`src/rtl/rail_seq_pkg.sv`:
```
package rail_seq_pkg;
  typedef enum logic [2:0] {
    ST_OFF, ST_DEB, ST_EXT, ST_RAMPA, ST_RAMPB, ST_ON
  } seq_state_t;

  localparam logic [2:0] CONV_OK = 3'b100;
  localparam logic [2:0] REG_OK  = 3'b111;

  function automatic logic codes_supported(input logic [2:0] conv, input logic [2:0] rg);
    return (conv == CONV_OK) && (rg == REG_OK);
  endfunction

  function automatic logic count_expires(input int unsigned cnt, input int unsigned limit,
                                         input logic tick);
    return tick && (cnt + 1 >= limit);
  endfunction
endpackage

```
`src/rtl/rail_seq_timer.sv`:
```
module rail_seq_timer #(
  parameter int CW = 6
) (
  input  logic          clk,
  input  logic          rst_n,
  input  logic          tick,
  input  logic          clr,
  input  logic [CW-1:0] limit,
  output logic          done
);
  logic [CW-1:0] cnt;

  assign done = rail_seq_pkg::count_expires(int'(cnt), int'(limit), tick);

  always_ff @(posedge clk or negedge rst_n) begin
    if (!rst_n)            cnt <= '0;
    else if (clr || done)  cnt <= '0;
    else if (tick)         cnt <= cnt + 1'b1;
  end

  // a counter never reaches its limit without expiring
  a_r3_cnt_bound: assert property (@(posedge clk) disable iff (!rst_n)
    !clr |-> (cnt < limit));
endmodule

```
`src/rtl/rail_seq_rstgen.sv`:
```
module rail_seq_rstgen #(
  parameter int CW     = 6,
  parameter int RST_MS = 20
) (
  input  logic clk,
  input  logic rst_n,
  input  logic tick,
  input  logic dc1_en,
  input  logic pg_dc1,
  output logic cpu_rst_n
);
  logic rel_q;
  logic run_ok;
  logic rel_done;
  logic rel_clr;

  assign run_ok  = dc1_en && pg_dc1;
  assign rel_clr = !run_ok || rel_q;

  rail_seq_timer #(.CW(CW)) u_rel_tmr (
    .clk(clk), .rst_n(rst_n), .tick(tick), .clr(rel_clr),
    .limit(CW'(RST_MS)), .done(rel_done)
  );

  always_ff @(posedge clk or negedge rst_n) begin
    if (!rst_n)                  rel_q <= 1'b0;
    else if (!run_ok)            rel_q <= 1'b0;
    else if (!rel_q && rel_done) rel_q <= 1'b1;
  end

  assign cpu_rst_n = rel_q && pg_dc1;

  // release only follows a strobe sampled with good power
  a_r7_release_cause: assert property (@(posedge clk) disable iff (!rst_n)
    $rose(rel_q) |-> $past(tick) && $past(pg_dc1) && $past(dc1_en));
  // released reset never coexists with lost power-good
  a_r8_drop_now: assert property (@(posedge clk) disable iff (!rst_n)
    (rel_q && !pg_dc1) |=> !rel_q);
endmodule

```
`src/rtl/rail_seq_fsm.sv`:
```
module rail_seq_fsm (
  input  logic       clk,
  input  logic       rst_n,
  input  logic       ms_tick,
  input  logic       btn_n,
  input  logic       pg_ldo2,
  input  logic       cpu_en_req,
  input  logic [2:0] conv_code,
  input  logic [2:0] reg_code,
  input  logic       seq_done,
  output logic       seq_clr,
  output logic       ext_phase,
  output logic       key_n,
  output logic       ext_en,
  output logic       grp_a_en,
  output logic       grp_b_en,
  output logic       ldo1_en,
  output logic       cfg_err
);
  import rail_seq_pkg::*;

  seq_state_t state, nxt;
  logic btn_q;
  logic btn_fall;
  logic bad_press;

  assign btn_fall  = btn_q && !btn_n;
  assign bad_press = (state == ST_OFF) && btn_fall && !codes_supported(conv_code, reg_code);

  always_comb begin
    nxt = state;
    unique case (state)
      ST_OFF:   if (btn_fall && codes_supported(conv_code, reg_code)) nxt = ST_DEB;
      ST_DEB:   if (btn_n) nxt = ST_OFF; else if (seq_done) nxt = ST_EXT;
      ST_EXT:   if (seq_done)   nxt = ST_RAMPA;
      ST_RAMPA: if (pg_ldo2)    nxt = ST_RAMPB;
      ST_RAMPB: if (cpu_en_req) nxt = ST_ON;
      ST_ON:    nxt = ST_ON;
      default:  nxt = ST_OFF;
    endcase
  end

  assign seq_clr   = (state != nxt) || !((state == ST_DEB) || (state == ST_EXT));
  assign ext_phase = (state == ST_EXT);

  always_ff @(posedge clk or negedge rst_n) begin
    if (!rst_n) begin
      state   <= ST_OFF;
      btn_q   <= 1'b1;
      cfg_err <= 1'b0;
    end else begin
      state <= nxt;
      btn_q <= btn_n;
      if (bad_press) cfg_err <= 1'b1;
    end
  end

  assign key_n    = (state == ST_OFF) || (state == ST_DEB);
  assign ext_en   = !key_n;
  assign grp_a_en = (state == ST_RAMPA) || (state == ST_RAMPB) || (state == ST_ON);
  assign grp_b_en = (state == ST_RAMPB) || (state == ST_ON);
  assign ldo1_en  = (state == ST_ON);

  // the external regulator comes up only while the button is held
  a_r3_ext_after_hold: assert property (@(posedge clk) disable iff (!rst_n)
    $rose(ext_en) |-> $past(!btn_n) && $past(ms_tick));
  // the first rail group rises on a strobe
  a_r4_grp_a_tick: assert property (@(posedge clk) disable iff (!rst_n)
    $rose(grp_a_en) |-> $past(ms_tick));
  // the second group rises on the regulator's power-good
  a_r5_grp_b_pg: assert property (@(posedge clk) disable iff (!rst_n)
    $rose(grp_b_en) |-> $past(pg_ldo2));
  // the last rail rises on the processor's request
  a_r6_ldo1_req: assert property (@(posedge clk) disable iff (!rst_n)
    $rose(ldo1_en) |-> $past(cpu_en_req));
  // the error flag is sticky
  a_r9_err_sticky: assert property (@(posedge clk) disable iff (!rst_n)
    cfg_err |=> cfg_err);
  // no rail drops once enabled
  a_r11_hold: assert property (@(posedge clk) disable iff (!rst_n)
    (ext_en |=> ext_en) and (grp_a_en |=> grp_a_en) and (grp_b_en |=> grp_b_en));
endmodule

```
`src/rtl/rail_seq_top.sv`:
```
module rail_seq_top #(
  parameter int DEB_MS = 50,
  parameter int EXT_MS = 1,
  parameter int RST_MS = 20
) (
  input  logic       clk,
  input  logic       rst_n,
  input  logic       ms_tick,
  input  logic       btn_n,
  input  logic       pg_ldo2,
  input  logic       pg_dc1,
  input  logic       cpu_en_req,
  input  logic [2:0] conv_code,
  input  logic [2:0] reg_code,
  output logic       key_n,
  output logic       ext_en,
  output logic       dc1_en,
  output logic       dc2_en,
  output logic       dc3_en,
  output logic       ldo1_en,
  output logic       ldo2_en,
  output logic       cpu_rst_n,
  output logic       cfg_err
);
  localparam int MAXD = (DEB_MS > EXT_MS) ? ((DEB_MS > RST_MS) ? DEB_MS : RST_MS)
                                          : ((EXT_MS > RST_MS) ? EXT_MS : RST_MS);
  localparam int CW = $clog2(MAXD + 1);

  logic seq_done, seq_clr, ext_phase, grp_a_en, grp_b_en;
  logic [CW-1:0] seq_limit;

  assign seq_limit = ext_phase ? CW'(EXT_MS) : CW'(DEB_MS);

  rail_seq_timer #(.CW(CW)) u_seq_tmr (
    .clk(clk), .rst_n(rst_n), .tick(ms_tick), .clr(seq_clr),
    .limit(seq_limit), .done(seq_done)
  );

  rail_seq_fsm u_fsm (
    .clk(clk), .rst_n(rst_n), .ms_tick(ms_tick), .btn_n(btn_n),
    .pg_ldo2(pg_ldo2), .cpu_en_req(cpu_en_req),
    .conv_code(conv_code), .reg_code(reg_code),
    .seq_done(seq_done), .seq_clr(seq_clr), .ext_phase(ext_phase),
    .key_n(key_n), .ext_en(ext_en), .grp_a_en(grp_a_en), .grp_b_en(grp_b_en),
    .ldo1_en(ldo1_en), .cfg_err(cfg_err)
  );

  assign ldo2_en = grp_a_en;
  assign dc3_en  = grp_a_en;
  assign dc1_en  = grp_b_en;
  assign dc2_en  = grp_b_en;

  rail_seq_rstgen #(.CW(CW), .RST_MS(RST_MS)) u_rst (
    .clk(clk), .rst_n(rst_n), .tick(ms_tick), .dc1_en(dc1_en),
    .pg_dc1(pg_dc1), .cpu_rst_n(cpu_rst_n)
  );

  // enables nest in sequence order at the ports
  a_r10_nesting: assert property (@(posedge clk) disable iff (!rst_n)
    (ldo1_en |-> dc1_en && dc2_en) and (dc1_en |-> ldo2_en && dc3_en) and (ldo2_en |-> ext_en));
  // an error press brings up nothing
  a_r9_err_off: assert property (@(posedge clk) disable iff (!rst_n)
    $rose(cfg_err) |-> !ext_en);
endmodule

```
`config.mk`:
```
export PLATFORM = sky130hd
export DESIGN_NAME = rail_seq_top
export DESIGN_NICKNAME = d
export VERILOG_FILES = /design/src/rtl/rail_seq_pkg.sv /design/src/rtl/rail_seq_timer.sv /design/src/rtl/rail_seq_rstgen.sv /design/src/rtl/rail_seq_fsm.sv /design/src/rtl/rail_seq_top.sv
export SDC_FILE = /design/constraint.sdc
export NUM_CORES = 1
export LEC_CHECK = 0
export CORE_ASPECT_RATIO = 0.8
export CORE_MARGIN = 1
export CORE_UTILIZATION = 52
export CTS_CLUSTER_DIAMETER = 80
export DETAILED_ROUTE_END_ITERATION = 16
export PLACE_DENSITY = 0.88
export SLEW_MARGIN = 0
export SYNTH_ARGS = -nofsm -noshare
export SYNTH_HDL_FRONTEND = slang
export SYNTH_SLANG_ARGS = --single-unit
```
`constraint.sdc`:
```
create_clock -name clk -period 2.6 [get_ports clk]
set_clock_uncertainty 0.15 [all_clocks]
set_input_delay 0.78 -clock clk [delete_from_list [all_inputs] [get_ports clk]]
set_output_delay 0.78 -clock clk [all_outputs]
set_load 0.1 [all_outputs]
```
==> impl_metrics.tcl, run 1 <==
set metrics [dict create \
    min_path_type "register to register" \
    dp.cells 185 \
    crit_type "primary input to output pin" \
    die_area_um2 2560 \
    cts_setup_buffers 0 \
    reg2reg_slack_ps 270 \
    dp_hpwl_um 2240 \
    via_count 1180 \
    start_util 0.559 \
    synth_nets 159 \
    drt_iter0_markers 30 \
    crit_required_ps 1670 \
    ir_drop_uv 466 \
    final_cells 189 \
    clk_transition_reported_paths_ps 100 \
    utilization 0.739 \
    period_needed_ps 2540 \
    hp-start "u_fsm.cfg_err" \
    synthFlopType "dfrtp_1" \
    postSynthAreaPerCell_um2 8.83 \
    globalRouteOverflowTotal 0 \
    vias_per_cell 6.24 \
    cts.sinks 18 \
    critPathMaxStageDelay_ps 500 \
    tightest_slew_ps 508 \
    slew_viol_final 0 \
    wirelength_um 3020 \
    setup_viol 0 \
    cts_tree "built" \
    ys_ff_latch 18 \
    cts-root-buf "clkbuf_4" \
    routedWlPerCell_um 16.0 \
    cts.path.max_buffers 2 \
    synth.largest_area_cell "dfrtp_1" \
    leakage_nw 0.681 \
    synthTopCellsByArea "dfrtp_1 35%, ha_1 7.1%, nand2b_1 5.6%, nand3_1 4.9%, a21oi_1 3.7%" \
    numCtsBuffers 3 \
    grt_use_total 0.259 \
    drc 0 \
    rsz0062_at_grt "no" \
    critPathLaunchType "primary input" \
    dr.pass1.iters 5 \
    max_slew_margin 0.661 \
    cp_num_buf_inv 2 \
    synth.most_common_cell "dfrtp_1" \
    grt_pass1_wl_um 4950 \
    whs_path_depth 1 \
    final_nets 185 \
    place_congestion 0.900 \
    clock_latency_ps 300 \
    ys_types 37 \
    outcome "finished clean" \
    drive_gt1_frac 0.201 \
    synth_warnings 0 \
    ctsResizeCount 0 \
    rows 15 \
    io-pin-count 22 \
    cp.arrival_ps 1610 \
    syn_inst 139 \
    r2r-start "u_seq_tmr.cnt[0]" \
    diodes 0 \
    cts_htree_levels 1 \
    synth_edf_count 0 \
    worst_hold_path.endpoint "u_fsm.cfg_err" \
    die_y_um 45.5 \
    synth_top_area_frac 0.347 \
    max_cap_violations 0 \
    areaGrowthSynthToFinish_pct 32.2 \
    crit_slowest_cell "clkdlybuf4s50_1" \
    ys_seq_area_frac 0.368 \
    antenna_left 0 \
    fillerInstances 170 \
    die_x_um 56.3 \
    max_freq_mhz 394 \
    fin_crit_sh 0.977 \
    r2r_cells 8 \
    cts_hold_repair.buffers 0 \
    timing.hold.ws_ps 328 \
    finalHoldViolations 0 \
    cp_max_fo 3 \
    p_total_w 0.000496 \
    port_buffers 21 \
    path_cells "clkdlybuf4s50_1, and2_4, buf_12" \
    worst_r2r_endpoint "u_fsm.state[0]" \
    synth-async-reset-ratio 1.00 \
    synth_area_um2 1230 \
    power_density_nw_per_um2 306 \
    synth_top_cells_by_count "17 x dfrtp_1, 12 x nand3_1, 11 x nand2b_1" \
    core_area_um2 2200 \
    setup.worst_path.end_class "output pin" \
    multiInputGateArea_um2 746 \
    grt_start_max_net_pins 19 \
    antenna_found_initial 0 \
    grt_pass1_vias 1131 \
    cp_top_family "buffers and inverters" \
    layout.area.seq_um2 454 \
]
-- how the worst max path moves through the flow --
stage | start | endpoint | slack (ps) | depth (start not counted)
3_3_place_gp | pg_dc1 | cpu_rst_n | 50 | 3
3_5_place_dp | pg_dc1 | cpu_rst_n | 30 | 3
2_1_floorplan | u_fsm.state[2] | ext_en | -330 | 2
4_1_cts | pg_dc1 | cpu_rst_n | 30 | 3
6_report | pg_dc1 | cpu_rst_n | 60 | 3
5_1_grt | u_fsm.state[1] | u_seq_tmr.cnt[3] | 40 | 10
-- sequential cells by signal (all words and copies together) (netlist names) --
signal	count
u_rst.u_rel_tmr.cnt	6
u_fsm.state	3
u_fsm.btn_q	1
u_fsm.cfg_err	1
u_rst.rel_q	1
u_seq_tmr.cnt	6
-- report_power, final --
group	switching, W	internal, W	total (W)
clock	0.0000884	0.0000855	0.000174
combinational	0.0000166	0.0000234	0.0000400
sequential	0.000000875	0.000281	0.000282
total	0.000106	0.000390	0.000496
-- logic make-up (layout without fill, tap and decap cells) --
group / count (synthesis) / after routing / share of synthesized area
fa+ha+maj: 7 / 7 / 0.0714
compound gates: 30 / 30 / 0.169
simple gates: 71 / 71 / 0.325
buf+inv: 10 / 35 / 0.0438
mux: 1 / 1 / 0.00816
flops: 18 / 18 / 0.368
xor+xnor: 2 / 2 / 0.0143
-- metal layers --
layer | global-route usage | wire length (µm) | vias to the layer above
met3 | 0.0710 | 162 | 4
li1 | - | - | 556
met2 | 0.500 | 1590 | 37
met5 | 0 | 0 | -
met4 | 0.0927 | 30 | 0
met1 | 0.281 | 1230 | 583
-- area by class of cell --
cell class	count	area share
Tap cell	25	0.0193
Timing Repair Buffer	29	0.214
Clock buffer	4	0.0224
Sequential cell	18	0.280
Multi-Input combinational cell	111	0.460
Inverter	2	0.00463
-- placed cells by master (no fill, tap or decap), types with 2 or more instances in the layout --
| cell type | count |
|---|---|
| clkbuf_4 | 3 |
| o21ai_0 | 3 |
| buf_12 | 8 |
| nor2_1 | 9 |
| o221ai_1 | 2 |
| dfrtp_2 | 2 |
| inv_1 | 2 |
| a21oi_1 | 9 |
| nand2b_1 | 10 |
| o31ai_1 | 2 |
| nor3b_1 | 5 |
| dfrtp_1 | 15 |
| ha_1 | 7 |
| buf_4 | 9 |
| nand3_1 | 11 |
| and2_1 | 3 |
| nor2b_1 | 3 |
| a31oi_1 | 5 |
| nand3b_1 | 2 |
| nand2_1 | 10 |
| nand4_1 | 4 |
| nand4b_1 | 4 |
| clkdlybuf4s50_1 | 12 |
-- through the flow --
stage	setup slack (ps)	cell area, µm²	setup TNS (ps)
4_1_cts	33.9	1600	0
6_report	60.7	1620	0
3_5_place_dp	27.5	1570	0
5_1_grt	35.6	1620	0
3_3_place_gp	52.9	1570	0
2_1_floorplan	-326	1230	-1060
No activity file was read; power rests on OpenSTA's default activity.
==> run 2, diff against run 1 <==
Settings changed: GPL_ROUTABILITY_DRIVEN from default to 0.
==> results of run 2 <==
Same layout as run 1: the final DEF is identical, and so are final timing and power.
